<file path="src/rtl/clkctl_pkg.sv">
package clkctl_pkg;

  localparam int REG_W    = 8;
  localparam int DSEL_W   = 3;
  localparam logic [DSEL_W-1:0] DSEL_RSVD = 3'b111;

  // bit order matters: it is the software-visible layout
  typedef struct packed {
    logic              osc_en;
    logic [DSEL_W-1:0] div_sel;
    logic              bus_osc;
    logic              ref_osc;
    logic              lowbw;
    logic              unused0;
  } ctl_reg_t;

  // ratio = (base/4 << octave) * (4 + step), octave = code/3, step = code%3
  function automatic int unsigned div_ratio(input logic [DSEL_W-1:0] code,
                                            input int unsigned base);
    int unsigned octave;
    int unsigned step;
    octave = int'(code) / 3;
    step   = int'(code) % 3;
    return ((base / 4) << octave) * (4 + step);
  endfunction

endpackage

</file>
<file path="src/rtl/clkctl_regs.sv">
module clkctl_regs
  import clkctl_pkg::*;
(
  input  logic             clk,
  input  logic             rst,
  input  logic             wr_en,
  input  logic [REG_W-1:0] wr_data,
  input  logic             rd_en,
  input  logic             osc_ready,
  input  logic             stop_req,
  output ctl_reg_t         ctl_q,
  output logic [REG_W-1:0] rd_data,
  output logic             lock_clr
);

  ctl_reg_t wd;
  ctl_reg_t nxt;

  assign wd = ctl_reg_t'(wr_data);

  always_comb begin
    nxt = ctl_q;
    if (wr_en) begin
      nxt.osc_en = wd.osc_en;
      if (wd.div_sel != DSEL_RSVD) nxt.div_sel = wd.div_sel;
      if (!wd.bus_osc)    nxt.bus_osc = 1'b0;
      else if (osc_ready) nxt.bus_osc = 1'b1;
      if (!wd.ref_osc)    nxt.ref_osc = 1'b0;
      else if (osc_ready) nxt.ref_osc = 1'b1;
      if (!ctl_q.osc_en)  nxt.lowbw = wd.lowbw;
    end
    if (!nxt.osc_en || stop_req) begin
      nxt.bus_osc = 1'b0;
      nxt.ref_osc = 1'b0;
    end
    nxt.unused0 = 1'b0;
  end

  always_ff @(posedge clk) begin
    if (rst) begin
      ctl_q    <= '0;
      rd_data  <= '0;
      lock_clr <= 1'b0;
    end else begin
      ctl_q    <= nxt;
      lock_clr <= wr_en;
      if (rd_en) rd_data <= ctl_q;
    end
  end

  p_bus_guard_r4: assert property (@(posedge clk) disable iff (rst)
    $rose(ctl_q.bus_osc) |-> $past(osc_ready) && $past(wr_en));

  p_ref_guard_r5: assert property (@(posedge clk) disable iff (rst)
    $rose(ctl_q.ref_osc) |-> $past(osc_ready) && $past(wr_en));

  p_stop_clears_r6: assert property (@(posedge clk) disable iff (rst)
    stop_req |=> !ctl_q.bus_osc && !ctl_q.ref_osc);

  p_filter_lock_r7: assert property (@(posedge clk) disable iff (rst)
    ctl_q.osc_en |=> $stable(ctl_q.lowbw));

  p_lock_pulse_r8: assert property (@(posedge clk) disable iff (rst)
    wr_en |=> lock_clr);

  p_rsvd_kept_r10: assert property (@(posedge clk) disable iff (rst)
    ctl_q.div_sel != DSEL_RSVD);

  p_read_quiet_r12: assert property (@(posedge clk) disable iff (rst)
    (rd_en && !wr_en && !stop_req) |=> $stable(ctl_q));

endmodule

</file>
<file path="src/rtl/clkctl_refdiv.sv">
module clkctl_refdiv
  import clkctl_pkg::*;
#(
  parameter int unsigned BASE_RATIO = 128
) (
  input  logic              clk,
  input  logic              rst,
  input  logic              enable,
  input  logic [DSEL_W-1:0] div_sel,
  input  logic              osc_pulse,
  output logic              ref_tick
);

  localparam int unsigned MAX_RATIO = BASE_RATIO * 4;
  localparam int          CNT_W     = $clog2(MAX_RATIO);

  logic [CNT_W-1:0]  cnt_q;
  logic [DSEL_W-1:0] sel_q;
  logic [CNT_W-1:0]  last_cnt;
  logic              restart;

  always_comb begin
    last_cnt = CNT_W'(div_ratio(div_sel, BASE_RATIO) - 1);
  end

  assign restart = !enable || (div_sel != sel_q);

  always_ff @(posedge clk) begin
    if (rst) begin
      cnt_q    <= '0;
      sel_q    <= '0;
      ref_tick <= 1'b0;
    end else begin
      sel_q    <= div_sel;
      ref_tick <= 1'b0;
      if (restart) begin
        cnt_q <= '0;
      end else if (osc_pulse) begin
        if (cnt_q == last_cnt) begin
          cnt_q    <= '0;
          ref_tick <= 1'b1;
        end else begin
          cnt_q <= cnt_q + 1'b1;
        end
      end
    end
  end

  p_tick_single_r3: assert property (@(posedge clk) disable iff (rst)
    ref_tick |=> !ref_tick);

  p_no_tick_off_r11: assert property (@(posedge clk) disable iff (rst)
    !enable |=> !ref_tick);

endmodule

</file>
<file path="src/rtl/clkctl_clksel.sv">
module clkctl_clksel (
  input  logic clk,
  input  logic rst,
  input  logic bus_osc,
  output logic bus_sel_osc,
  output logic bus_sel_dco,
  output logic dco_off
);

  always_ff @(posedge clk) begin
    if (rst) begin
      bus_sel_osc <= 1'b0;
      bus_sel_dco <= 1'b1;
      dco_off     <= 1'b0;
    end else begin
      bus_sel_osc <= bus_osc;
      bus_sel_dco <= !bus_osc;
      dco_off     <= bus_osc;
    end
  end

  p_sel_onehot_r9: assert property (@(posedge clk) disable iff (rst)
    $countones({bus_sel_osc, bus_sel_dco}) == 1);

  p_sel_follow_r9: assert property (@(posedge clk) disable iff (rst)
    bus_osc |=> bus_sel_osc && dco_off);

endmodule

</file>
<file path="src/rtl/clkctl_top.sv">
module clkctl_top
  import clkctl_pkg::*;
#(
  parameter int unsigned BASE_RATIO = 128
) (
  input  logic              clk,
  input  logic              rst,
  input  logic              wr_en,
  input  logic [REG_W-1:0]  wr_data,
  input  logic              rd_en,
  output logic [REG_W-1:0]  rd_data,
  input  logic              osc_ready,
  input  logic              stop_req,
  input  logic              osc_pulse,
  output logic              osc_en,
  output logic [DSEL_W-1:0] ref_div_sel,
  output logic              bus_src_osc,
  output logic              fll_ref_osc,
  output logic              lowbw_filter,
  output logic              ref_tick,
  output logic              bus_sel_osc,
  output logic              bus_sel_dco,
  output logic              dco_off,
  output logic              lock_clr
);

  ctl_reg_t ctl;

  clkctl_regs u_regs (
    .clk       (clk),
    .rst       (rst),
    .wr_en     (wr_en),
    .wr_data   (wr_data),
    .rd_en     (rd_en),
    .osc_ready (osc_ready),
    .stop_req  (stop_req),
    .ctl_q     (ctl),
    .rd_data   (rd_data),
    .lock_clr  (lock_clr)
  );

  clkctl_refdiv #(.BASE_RATIO(BASE_RATIO)) u_div (
    .clk       (clk),
    .rst       (rst),
    .enable    (ctl.osc_en),
    .div_sel   (ctl.div_sel),
    .osc_pulse (osc_pulse),
    .ref_tick  (ref_tick)
  );

  clkctl_clksel u_sel (
    .clk         (clk),
    .rst         (rst),
    .bus_osc     (ctl.bus_osc),
    .bus_sel_osc (bus_sel_osc),
    .bus_sel_dco (bus_sel_dco),
    .dco_off     (dco_off)
  );

  assign osc_en       = ctl.osc_en;
  assign ref_div_sel  = ctl.div_sel;
  assign bus_src_osc  = ctl.bus_osc;
  assign fll_ref_osc  = ctl.ref_osc;
  assign lowbw_filter = ctl.lowbw;

endmodule

</file>
<file path="config.mk">
export PLATFORM = sky130hd
export DESIGN_NAME = clkctl_top
export DESIGN_NICKNAME = d
export VERILOG_FILES = /design/src/rtl/clkctl_pkg.sv /design/src/rtl/clkctl_regs.sv /design/src/rtl/clkctl_refdiv.sv /design/src/rtl/clkctl_clksel.sv /design/src/rtl/clkctl_top.sv
export SDC_FILE = /design/constraint.sdc
export NUM_CORES = 1
export LEC_CHECK = 0
export BUFFER_PORTS_ARGS = -buffer_cell sky130_fd_sc_hd__buf_2
export CAP_MARGIN = 20
export CORE_MARGIN = 2
export CORE_UTILIZATION = 56
export CTS_BUF_LIST = sky130_fd_sc_hd__clkbuf_16
export DETAILED_ROUTE_END_ITERATION = 10
export PLACE_DENSITY = 0.89
export SETUP_SLACK_MARGIN = 0.5
export SLEW_MARGIN = 20
export SYNTH_ARGS = -nofsm -noshare
export SYNTH_HDL_FRONTEND = slang
export SYNTH_HIERARCHICAL = 1
export SYNTH_SLANG_ARGS = --single-unit
export TNS_END_PERCENT = 1
</file>
<file path="constraint.sdc">
create_clock -name clk -period 5.55 [get_ports clk]
set_input_delay 0.2775 -clock clk [delete_from_list [all_inputs] [get_ports clk]]
set_output_delay 0.2775 -clock clk [all_outputs]
set_load 0.05 [all_outputs]
</file>
==> impl_results.md, run 1 <==
* Post-DP HPWL at roughly 2100 um
* Total power at 554 uW
* Outcome: completed
* Unrepaired setup endpoints after global routing: no
* Setup Buffers After CTS at 0
* Nets at 212
* Hold Fails Final Rpt at 0
* Core footprint at 2480 um2
* Hold buffer count at cts at 0
* Critical path arrival at roughly 3.3 ns
* Drt drc at 0
* Final Util at a little over two thirds
* YS warnings at 6
* Critical-path cell list: nor2_1 > ha_1 > or3_1 > ha_1 > ha_1 > a21oi_1 > xnor3_1 > nor3_2 > nor3_2 > a211oi_1
* Starting Density at roughly three fifths
* Fmax at 318 MHz
* Routed Antenna Nets at 0
* Reg clk slew, reported paths at 0.05 ns
* Slowest cell on the critical path: dfxtp_1
* Largest net degree at the start of global routing at 21
* Routed length per instance at around 14 um
* Critical path origin: u_regs/ctl_q[6]$_SDFFE_PP0P_
* Clock sink total at 30
* R2R depth at 10
* Placed inst area at between 1500 and 2000 um2
* Synthesis-to-layout area growth at 20.0%
* CP most frequent cell: ha_1
* Root Driver: clkbuf_16
* Placer congestion estimate at 0.697
* Worst min-delay path class: in -> reg
* Cells after Synth at 160
* DRT Pass-1 Iters at 4
* First-pass GRT wire length at 4770 um
* Cell family with most CP delay: simple AND/OR/NAND/NOR gates
* Crit-path max FO at 14
* Final worst slack at approximately 2.4 ns
* Initial antenna violation count at 0
* Final worst path period need at 3.14 ns
* Crit Path Class: reg -> reg
* Launch point of the worst reg-to-reg path: u_regs/ctl_q[6]$_SDFFE_PP0P_
* Worst slack, placed at 2.48 ns
* Average size of a mapped cell at 9.12 um2
* Share of layout cells above drive strength 1 at 21.9%
* Setup TNS at 0 ns
* Post-Place Cells at 214
* Count of non-filler cells in the finished layout at 222
* Worst path required time at 5.72 ns
* Critical Path End Type: register
* PortBufs at 32
* Vias in the first global route at 1086
* Fill count at 202
* CTS tree: yes
* Antenna cells at 0
* Hold Slack at 0.256 ns
* Clock latency on the worst-skew pair at 0.27 ns
* DR iter-0 viols at 19
* Slowest stage delay, CP at 0.62 ns
* Net Count, Synth at ~180
* CTS H-tree lvls at 2
* Fin crit share at 56.6%
* I/O pins at 35
* WP depth at 10
* Total wire length at 3160 um
* Crit path buffers/inverters at 0
* Area of the mapped netlist at roughly 1500 um2
* Pwr Density at 316 nW/um2
* Routed vias/inst at 5.47
* Row count at 18
* # Max-Cap Violations at 0
* DR vias at ~1200
* Fin area at 1750 um2
* Static Leakage at 0.786 nW
* Reg2Reg Setup Slack at 2.41 ns
* Chip height at 55.0 um
* End of the critical path: u_div/cnt_q[7]$_SDFFE_PP0P_
* GR Overflow Total at 0
* Clock Path Buffers at 2
* Peak supply drop at 0.000294 V
* Chip width at approximately 55 um
* Total CTS buffers at 5
* Number of gates resized after CTS at 0
* Final Max Tran Viols at 0
* Gr usage total at about a quarter
* Die area at between 3000 and 4000 um2
* Worst R2R End: u_div/cnt_q[7]$_SDFFE_PP0P_
* Element type at the critical path start: register
* Final setup viols at 0
* Worst clock skew at around 0.0035 ns
flip-flops by register name, summed over array words and instances, names as in the netlist:
register,cells
u_div/cnt_q,9
u_regs/rd_data,7
u_sel/bus_sel_dco,1
u_div/sel_q,3
u_div/ref_tick,1
u_regs/lock_clr,1
u_regs/ctl_q,7
u_sel/dco_off,1
power breakdown:
part           switching [mW]  total (mW)  internal (mW)  leakage, nW
logic                  0.0449      0.0707         0.0258        0.475
registers             0.00775       0.229          0.221        0.244
clock network          0.0910       0.254          0.163       0.0672
total                   0.144       0.554          0.410        0.786
worst register-to-register path: cells and delay by family, from the launching register on:
kind            cells  cell delay, ns
simple gates        4            0.91
fa+ha+maj           3            0.75
flops               1            0.62
compound gates      2            0.48
xor+xnor            1            0.28
routing by layer:
layer / global-route usage [%] / vias up / part of all wire [%]
met5: 0 / - / 0
met4: 10.6 / 0 / 2.1
met3: 8.87 / 8 / 5.3
met2: 39.3 / 39 / 52
met1: 26.1 / 563 / 41
li1: - / 605 / -
cell type report:
class	count	area, um2	area share [%]
clock buffer	5	125	7.15
clock inverter	3	16.3	0.929
inverter	5	18.8	1.07
multi-input combinational	117	792	45.2
sequential	30	601	34.3
tap	30	37.5	2.14
timing repair buffer	32	160	9.15
placed cells by master (no fill, tap or decap), types with 6 or more instances in the layout:
master / n
nand2_1: 6
nor3_1: 6
nor2_1: 20
mux2i_1: 10
buf_2: 32
xnor2_1: 6
nor2b_1: 10
dfxtp_1: 30
a21oi_1: 11
ha_1: 6
xor2_1: 6
worst min path at each step:
stage / from / end / slack, ns / cells after the start
2_1_floorplan: rst / u_div/sel_q[1]$_SDFF_PP0_ / 0.34 / 1
3_3_place_gp: u_regs/ctl_q[3]$_SDFFE_PP0P_ / u_sel/bus_sel_dco$_SDFF_PP1_ / 0.41 / 1
3_5_place_dp: u_regs/ctl_q[3]$_SDFFE_PP0P_ / u_sel/bus_sel_dco$_SDFF_PP1_ / 0.43 / 1
4_1_cts: wr_data[7] / u_regs/ctl_q[7]$_SDFF_PP0_ / 0.25 / 3
5_1_grt: stop_req / u_regs/ctl_q[3]$_SDFFE_PP0P_ / 0.29 / 3
6_report: wr_data[7] / u_regs/ctl_q[7]$_SDFF_PP0_ / 0.26 / 3
Power figures use the tool's default switching activity.
==> inputs of run 2 (changes only) <==
--- a/config.mk
+++ b/config.mk
@@ -8,10 +8,10 @@
 export BUFFER_PORTS_ARGS = -buffer_cell sky130_fd_sc_hd__buf_2
 export CAP_MARGIN = 20
 export CORE_MARGIN = 2
-export CORE_UTILIZATION = 56
+export CORE_UTILIZATION = 52
 export CTS_BUF_LIST = sky130_fd_sc_hd__clkbuf_16
 export DETAILED_ROUTE_END_ITERATION = 10
-export PLACE_DENSITY = 0.89
+export PLACE_DENSITY = 0.84
 export SETUP_SLACK_MARGIN = 0.5
 export SLEW_MARGIN = 20
 export SYNTH_ARGS = -nofsm -noshare
==> constraint.sdc (replaced) <==
create_clock -name clk -period 3 [get_ports clk]
set_input_delay 0.15 -clock clk [delete_from_list [all_inputs] [get_ports clk]]
set_output_delay 0.15 -clock clk [all_outputs]
set_load 0.05 [all_outputs]
==> impl_results.md, run 2 (synthesized netlist as in run 1, its figures left out) <==
* Root Driver: clkbuf_16
* Most frequent cells in the layout: buf_2 (32), dfxtp_1 (27), nor2_1 (19)
* Routed Antenna Nets at 0 (unchanged)
* GR Overflow Total at 0 (unchanged)
* Vias in the first global route at 1266 (+17%)
* Storage cell area at 612 um2 (+1.9%)
* Total wire length at 3700 um (+17%)
* Element type at the critical path start: register
* Worst path required time at 3.14 ns (-2.58 ns)
* Critical path arrival at 2.73 ns (-0.58 ns)
* I/O pins at 35 (unchanged)
* Fin crit share at 86.2% (+30 points)
* Row count at 19 (+1)
* Gr usage total at 22.4% (-0.94 points)
* Starting Density at 53.8% (-5.1 points)
* Critical Path End Type: register
* Worst min-delay path class: in -> reg
* Placer congestion estimate at 0.744 (+6.8%)
* Post-Place Cells at 215 (+0.47%)
* Launch point of the worst reg-to-reg path: u_regs/ctl_q[5]$_SDFFE_PP0P_
* Commonest non-fill, non-tap cell in the layout: buf_2
* # Max-Cap Violations at 0 (unchanged)
* Count of non-filler cells in the finished layout at 233 (+5.0%)
* Largest regs: u_div/cnt_q (9), u_regs/ctl_q (7), u_regs/rd_data (7)
* Clock latency on the worst-skew pair at 0.27 ns (about the same)
* Unrepaired setup endpoints after global routing: yes
* PortBufs at 32 (unchanged)
* Synthesis-to-layout area growth at 33.8%
* Slowest cell on the critical path: or3_4
* CP most frequent cell: ha_4
* Nets at 222 (+4.7%)
* Critical-path cell list: inv_4 > nor2_2 > ha_2 > or3_4 > ha_4 > ha_4 > a21oi_2 > xnor3_2 > o21a_4 > o311ai_1 > a21oi_1
* Static Leakage at 0.852 nW (+8.4%)
* Min-delay src: wr_data[1]
* Drt drc at 0 (unchanged)
* Worst R2R End: u_div/cnt_q[3]$_SDFFE_PP0P_
* Total power at 1.08 mW (+94%)
* Worst-Margin Slew at 0.564 ns
* DR iter-0 viols at 51 (+32)
* Final worst path period need at 2.59 ns (-0.557 ns)
* R2R depth at 11 (+1)
* Routed length per instance at 15.9 um (+12%)
* Initial antenna violation count at 0 (unchanged)
* Reg with most FFs: u_div/cnt_q
* Worst relative slew slack at roughly 62%
* Outcome: completed
* Crit Path Class: reg -> reg
* CTS H-tree lvls at 2 (unchanged)
* Final setup viols at 0 (unchanged)
* Fmax at 387 MHz (+22%)
* CTS tree: yes
* Area used by multi-input combinational logic at 900 um2 (+14%)
* Slowest stage delay, CP at 0.40 ns (-0.22 ns)
* Clock sink total at 30 (unchanged)
* Hold Fails Final Rpt at 0 (unchanged)
* Reg clk slew, reported paths at 0.05 ns (about the same)
* Pwr Density at 551 nW/um2 (+74%)
* Total CTS buffers at 5 (unchanged)
* Largest net degree at the start of global routing at 21 (unchanged)
* Hold Path Stages at 3 (unchanged)
* Chip width at 57.0 um (+3.5%)
* DR vias at 1330 (+9.5%)
* DRT Pass-1 Iters at 4 (unchanged)
* Clock Path Buffers at 2 (unchanged)
* Routed vias/inst at 5.71 (+4.3%)
* Antenna cells at 0 (unchanged)
* Setup TNS at 0 ns (unchanged)
* Worst Hold End: u_regs/ctl_q[1]$_SDFFE_PP0P_
* Final Max Tran Viols at 0 (unchanged)
* Crit-path max FO at 4 (-10)
* Core footprint at 2710 um2 (+9.4%)
* Chip height at 57.0 um (+3.5%)
* Die area at 3250 um2 (+7.1%)
* Post-DP HPWL at 2140 um (about the same)
* Peak supply drop at 0.000524 V (+78%)
* Reg2Reg Setup Slack at 0.41 ns (-1.99 ns)
* Hold buffer count at cts at 0 (unchanged)
* Share of layout cells above drive strength 1 at 33.7% (+12 points)
* First-pass GRT wire length at 5600 um (+17%)
* Max reg flops at 9 (unchanged)
* Fill count at 194 (-4.0%)
* Worst clock skew at 0.00359 ns (+0.000138 ns)
-- run 2: cell types whose count changed in the layout (fill, tap and decap cells not counted), moves of 2 or more --
| cell | delta |
|---|---|
| ha_4 | +3 |
| dfxtp_4 | +3 |
| o311ai_0 | -3 |
| nor3_4 | +2 |
| ha_1 | -4 |
| nor3_2 | -2 |
| buf_4 | +8 |
| dfxtp_1 | -3 |
| buf_6 | +2 |
-- run 2: how the worst max path moves through the flow --
stage / slack, ns / start / to / cells after the start
floorplan: 0.44 / u_regs/ctl_q[6]$_SDFFE_PP0P_ / u_div/ref_tick$_SDFF_PP0_ / 11
global route: 0.35 / u_regs/ctl_q[5]$_SDFFE_PP0P_ / u_div/cnt_q[3]$_SDFFE_PP0P_ / 12
CTS: 0.48 / u_regs/ctl_q[5]$_SDFFE_PP0P_ / u_div/cnt_q[5]$_SDFFE_PP0P_ / 11
finish: 0.41 / u_regs/ctl_q[5]$_SDFFE_PP0P_ / u_div/cnt_q[3]$_SDFFE_PP0P_ / 11
global placement: 0.40 / u_regs/ctl_q[5]$_SDFFE_PP0P_ / u_div/cnt_q[8]$_SDFFE_PP0P_ / 11
detailed placement: 0.26 / u_regs/ctl_q[5]$_SDFFE_PP0P_ / u_div/cnt_q[8]$_SDFFE_PP0P_ / 11
-- run 2: critical path, delay by kind of cell (launching register included) --
family	cells	cell delay (ns)
flip-flops	1	0.35
buffers and inverters	1	0.05
AO/OA/AOI/OAI	4	0.75
AND/OR/NAND/NOR	2	0.43
adder cells (fa/ha/maj)	3	0.58
XOR/XNOR	1	0.31
-- run 2: area by class of cell --
class,count,area share (%)
Sequential cell,30,31.3
Tap cell,31,1.99
Timing Repair Buffer,42,12.4
Clock buffer,5,6.41
Multi-Input combinational cell,117,46.1
Inverter,5,1.09
Clock inverter,3,0.641
-- run 2: layer usage --
metal	GRT usage [%]	routed length, um	vias to the layer above
li1	-	-	627
met1	26.3	1470	630
met2	37.9	1940	61
met3	4.76	193	12
met4	12.6	95	0
met5	0	0	-
-- run 2: stage by stage --
step                      setup slack, ns  hold WS, ns  util [%]  cell area (um2)
after floorplan                     0.436        0.217         -             1530
after global routing                0.348        0.182      72.0             1950
after CTS                           0.480        0.142      70.1             1900
after detailed placement            0.264        0.406      61.6             1670
final                               0.413        0.149      72.0             1950
after global placement              0.404        0.386      61.6             1670
-- run 2: report_power, final --
| group | internal, mW | switching (mW) |
|---|---|---|
| logic | 0.0770 | 0.113 |
| registers | 0.409 | 0.00760 |
| clock network | 0.299 | 0.171 |
-- run 2: what timing repair did --
action	4_1_cts	5_1_grt
endpoints found under the setup margin	8	8
resized for setup	10	5
pin swaps	10	8
setup buffers	7	3
==> inputs of run 3 (changes only) <==
--- a/config.mk
+++ b/config.mk
@@ -12,7 +12,6 @@
 export CTS_BUF_LIST = sky130_fd_sc_hd__clkbuf_16
 export DETAILED_ROUTE_END_ITERATION = 10
 export PLACE_DENSITY = 0.84
-export SETUP_SLACK_MARGIN = 0.5
 export SLEW_MARGIN = 20
 export SYNTH_ARGS = -nofsm -noshare
 export SYNTH_HDL_FRONTEND = slang
==> impl_results.md, run 3 (synthesized netlist as in run 1, its figures left out) <==
* Most frequent cells in the layout: buf_2 (32), dfxtp_1 (29), nor2_1 (20)
* Element type at the critical path start: register
* Reg clk slew, reported paths at 0.05 ns (about the same)
* PortBufs at 32 (unchanged)
* Root Driver: clkbuf_16
* Critical path arrival at 2.94 ns (+0.21 ns)
* Critical Path End Type: register
* Max reg flops at 9 (unchanged)
* Number of gates resized after CTS at 0 (-10)
* Clock sink total at 30 (unchanged)
* Slowest stage delay, CP at 0.34 ns (-0.06 ns)
* Storage cell area at 602 um2 (-1.6%)
* CTS tree: yes
* I/O pins at 35 (unchanged)
* Area used by multi-input combinational logic at 792 um2 (-12%)
* Outcome: completed
* Nets at 215 (-3.2%)
* Gr usage total at 20.5% (-2.0 points)
* Row count at 19 (unchanged)
* Slowest cell on the critical path: or3_1
* Static Leakage at 0.816 nW (-4.2%)
* Routed Antenna Nets at 0 (unchanged)
* Final setup viols at 0 (unchanged)
* Final worst path period need at 2.77 ns (+0.179 ns)
* Crit-path max FO at 5 (+1)
* Largest regs: u_div/cnt_q (9), u_regs/ctl_q (7), u_regs/rd_data (7)
* Fmax at 362 MHz (-6.5%)
* Hold Fails Final Rpt at 0 (unchanged)
* Worst path required time at 3.17 ns (+0.03 ns)
* Core footprint at 2710 um2 (unchanged)
* Drt drc at 0 (unchanged)
* Hold buffer count at cts at 0 (unchanged)
* Total power at 1.11 mW (+3.3%)
* DR iter-0 viols at 37 (-27%)
* CTS H-tree lvls at 2 (unchanged)
* Total CTS buffers at 5 (unchanged)
* Chip height at 57.0 um (unchanged)
* Routed length per instance at 13.3 um (-17%)
* Pwr Density at 618 nW/um2 (+12%)
* Starting Density at 53.8% (unchanged)
* Vias in the first global route at 1173 (-7.3%)
* Clock latency on the worst-skew pair at 0.28 ns (about the same)
* Setup TNS at 0 ns (unchanged)
* Worst clock skew at 0.00336 ns (-0.000234 ns)
* DR vias at 1217 (-8.5%)
* Share of layout cells above drive strength 1 at 23.6% (-10 points)
* DRT Pass-1 Iters at 4 (unchanged)
* Critical-path cell list: inv_1 > nor2_1 > ha_1 > or3_1 > ha_1 > ha_1 > a21oi_1 > xnor3_1 > nor3_2 > nor3_2 > a211oi_1
* Setup Buffers After CTS at 0 (-7)
* Fin crit share at 92.2% (+6.0 points)
* Routed vias/inst at 5.38 (-5.7%)
* First-pass GRT wire length at 5080 um (-9.4%)
* Crit Path Class: reg -> reg
* Total wire length at 3000 um (-19%)
* Initial antenna violation count at 0 (unchanged)
* Commonest non-fill, non-tap cell in the layout: buf_2
* Peak supply drop at 0.000560 V (+6.9%)
* GR Overflow Total at 0 (unchanged)
* Fill count at 211 (+8.8%)
* Worst min-delay path class: in -> reg
* Cell family with most CP delay: simple AND/OR/NAND/NOR gates
* Placer congestion estimate at 0.783 (+5.3%)
* CP most frequent cell: ha_1
* Crit path buffers/inverters at 1 (unchanged)
* Final Util at 66.4% (-5.6 points)
* Chip width at 57.0 um (unchanged)
* Final Max Tran Viols at 0 (unchanged)
* Synthesis-to-layout area growth at 23.4%
* # Max-Cap Violations at 0 (unchanged)
* Die area at 3250 um2 (unchanged)
* Reg with most FFs: u_div/cnt_q
* Clock Path Buffers at 2 (unchanged)
* Unrepaired setup endpoints after global routing: no
* Antenna cells at 0 (unchanged)
* Post-DP HPWL at 2120 um (-1.1%)
* Largest net degree at the start of global routing at 21 (unchanged)
-- run 3: cell count changes in the layout (fill, tap and decap cells not counted), moves of 2 or more --
cell      before  now
ha_4           3    0
buf_4          8    3
ha_1           2    6
nor3_4         2    0
nor3_2         0    2
o311ai_0       0    3
buf_6          2    0
dfxtp_4        3    0
dfxtp_1       27   29
-- run 3: final timing paths --
check / start / endpoint / slack (ns) / cells past startpoint
worst max register to register: u_regs/ctl_q[5]$_SDFFE_PP0P_ / u_div/cnt_q[6]$_SDFFE_PP0P_ / 0.23 / 11
worst min register to register: u_regs/ctl_q[3]$_SDFFE_PP0P_ / u_sel/bus_sel_dco$_SDFF_PP1_ / 0.45 / 1
worst max-delay path: u_regs/ctl_q[5]$_SDFFE_PP0P_ / u_div/cnt_q[6]$_SDFFE_PP0P_ / 0.23 / 11
worst min-delay path: wr_data[3] / u_regs/ctl_q[3]$_SDFFE_PP0P_ / 0.14 / 3
-- run 3: tightest hold or removal path, stage by stage --
cell and delay (ns):
buf_2 0.07, nor2b_1 0.03, nor3_1 0.11
-- run 3: cell type report --
type / count / share of cell area [%]
flip-flops and latches: 30 / 33.4
clock buffers: 5 / 6.95
multi-input cells: 117 / 44.0
well taps: 31 / 2.15
inverters: 5 / 1.04
repair buffers: 35 / 10.1
clock inverters: 3 / 2.29
-- run 3: metrics by stage --
stage / setup WS (ns) / instances / hold WS, ns / area, um2
floorplan: 0.139 / 160 / 0.217 / 1460
global placement: 0.369 / 218 / 0.393 / 1630
detailed placement: 0.267 / 218 / 0.423 / 1630
CTS: 0.256 / 226 / 0.136 / 1800
global route: 0.0582 / 226 / 0.156 / 1800
finish: 0.235 / 226 / 0.141 / 1800
-- run 3: layer usage --
layer  track usage (%)  routed length (um)
met5                 0                   0
met4              8.97                  54
met3              7.48                 140
met2              34.0                1500
met1              23.6                1300
-- run 3: where the power goes --
group | total (mW) | switching, mW | internal [mW]
Clock | 0.556 | 0.168 | 0.387
Combinational | 0.140 | 0.0892 | 0.0511
Sequential | 0.416 | 0.00604 | 0.410
Total | 1.11 | 0.264 | 0.848
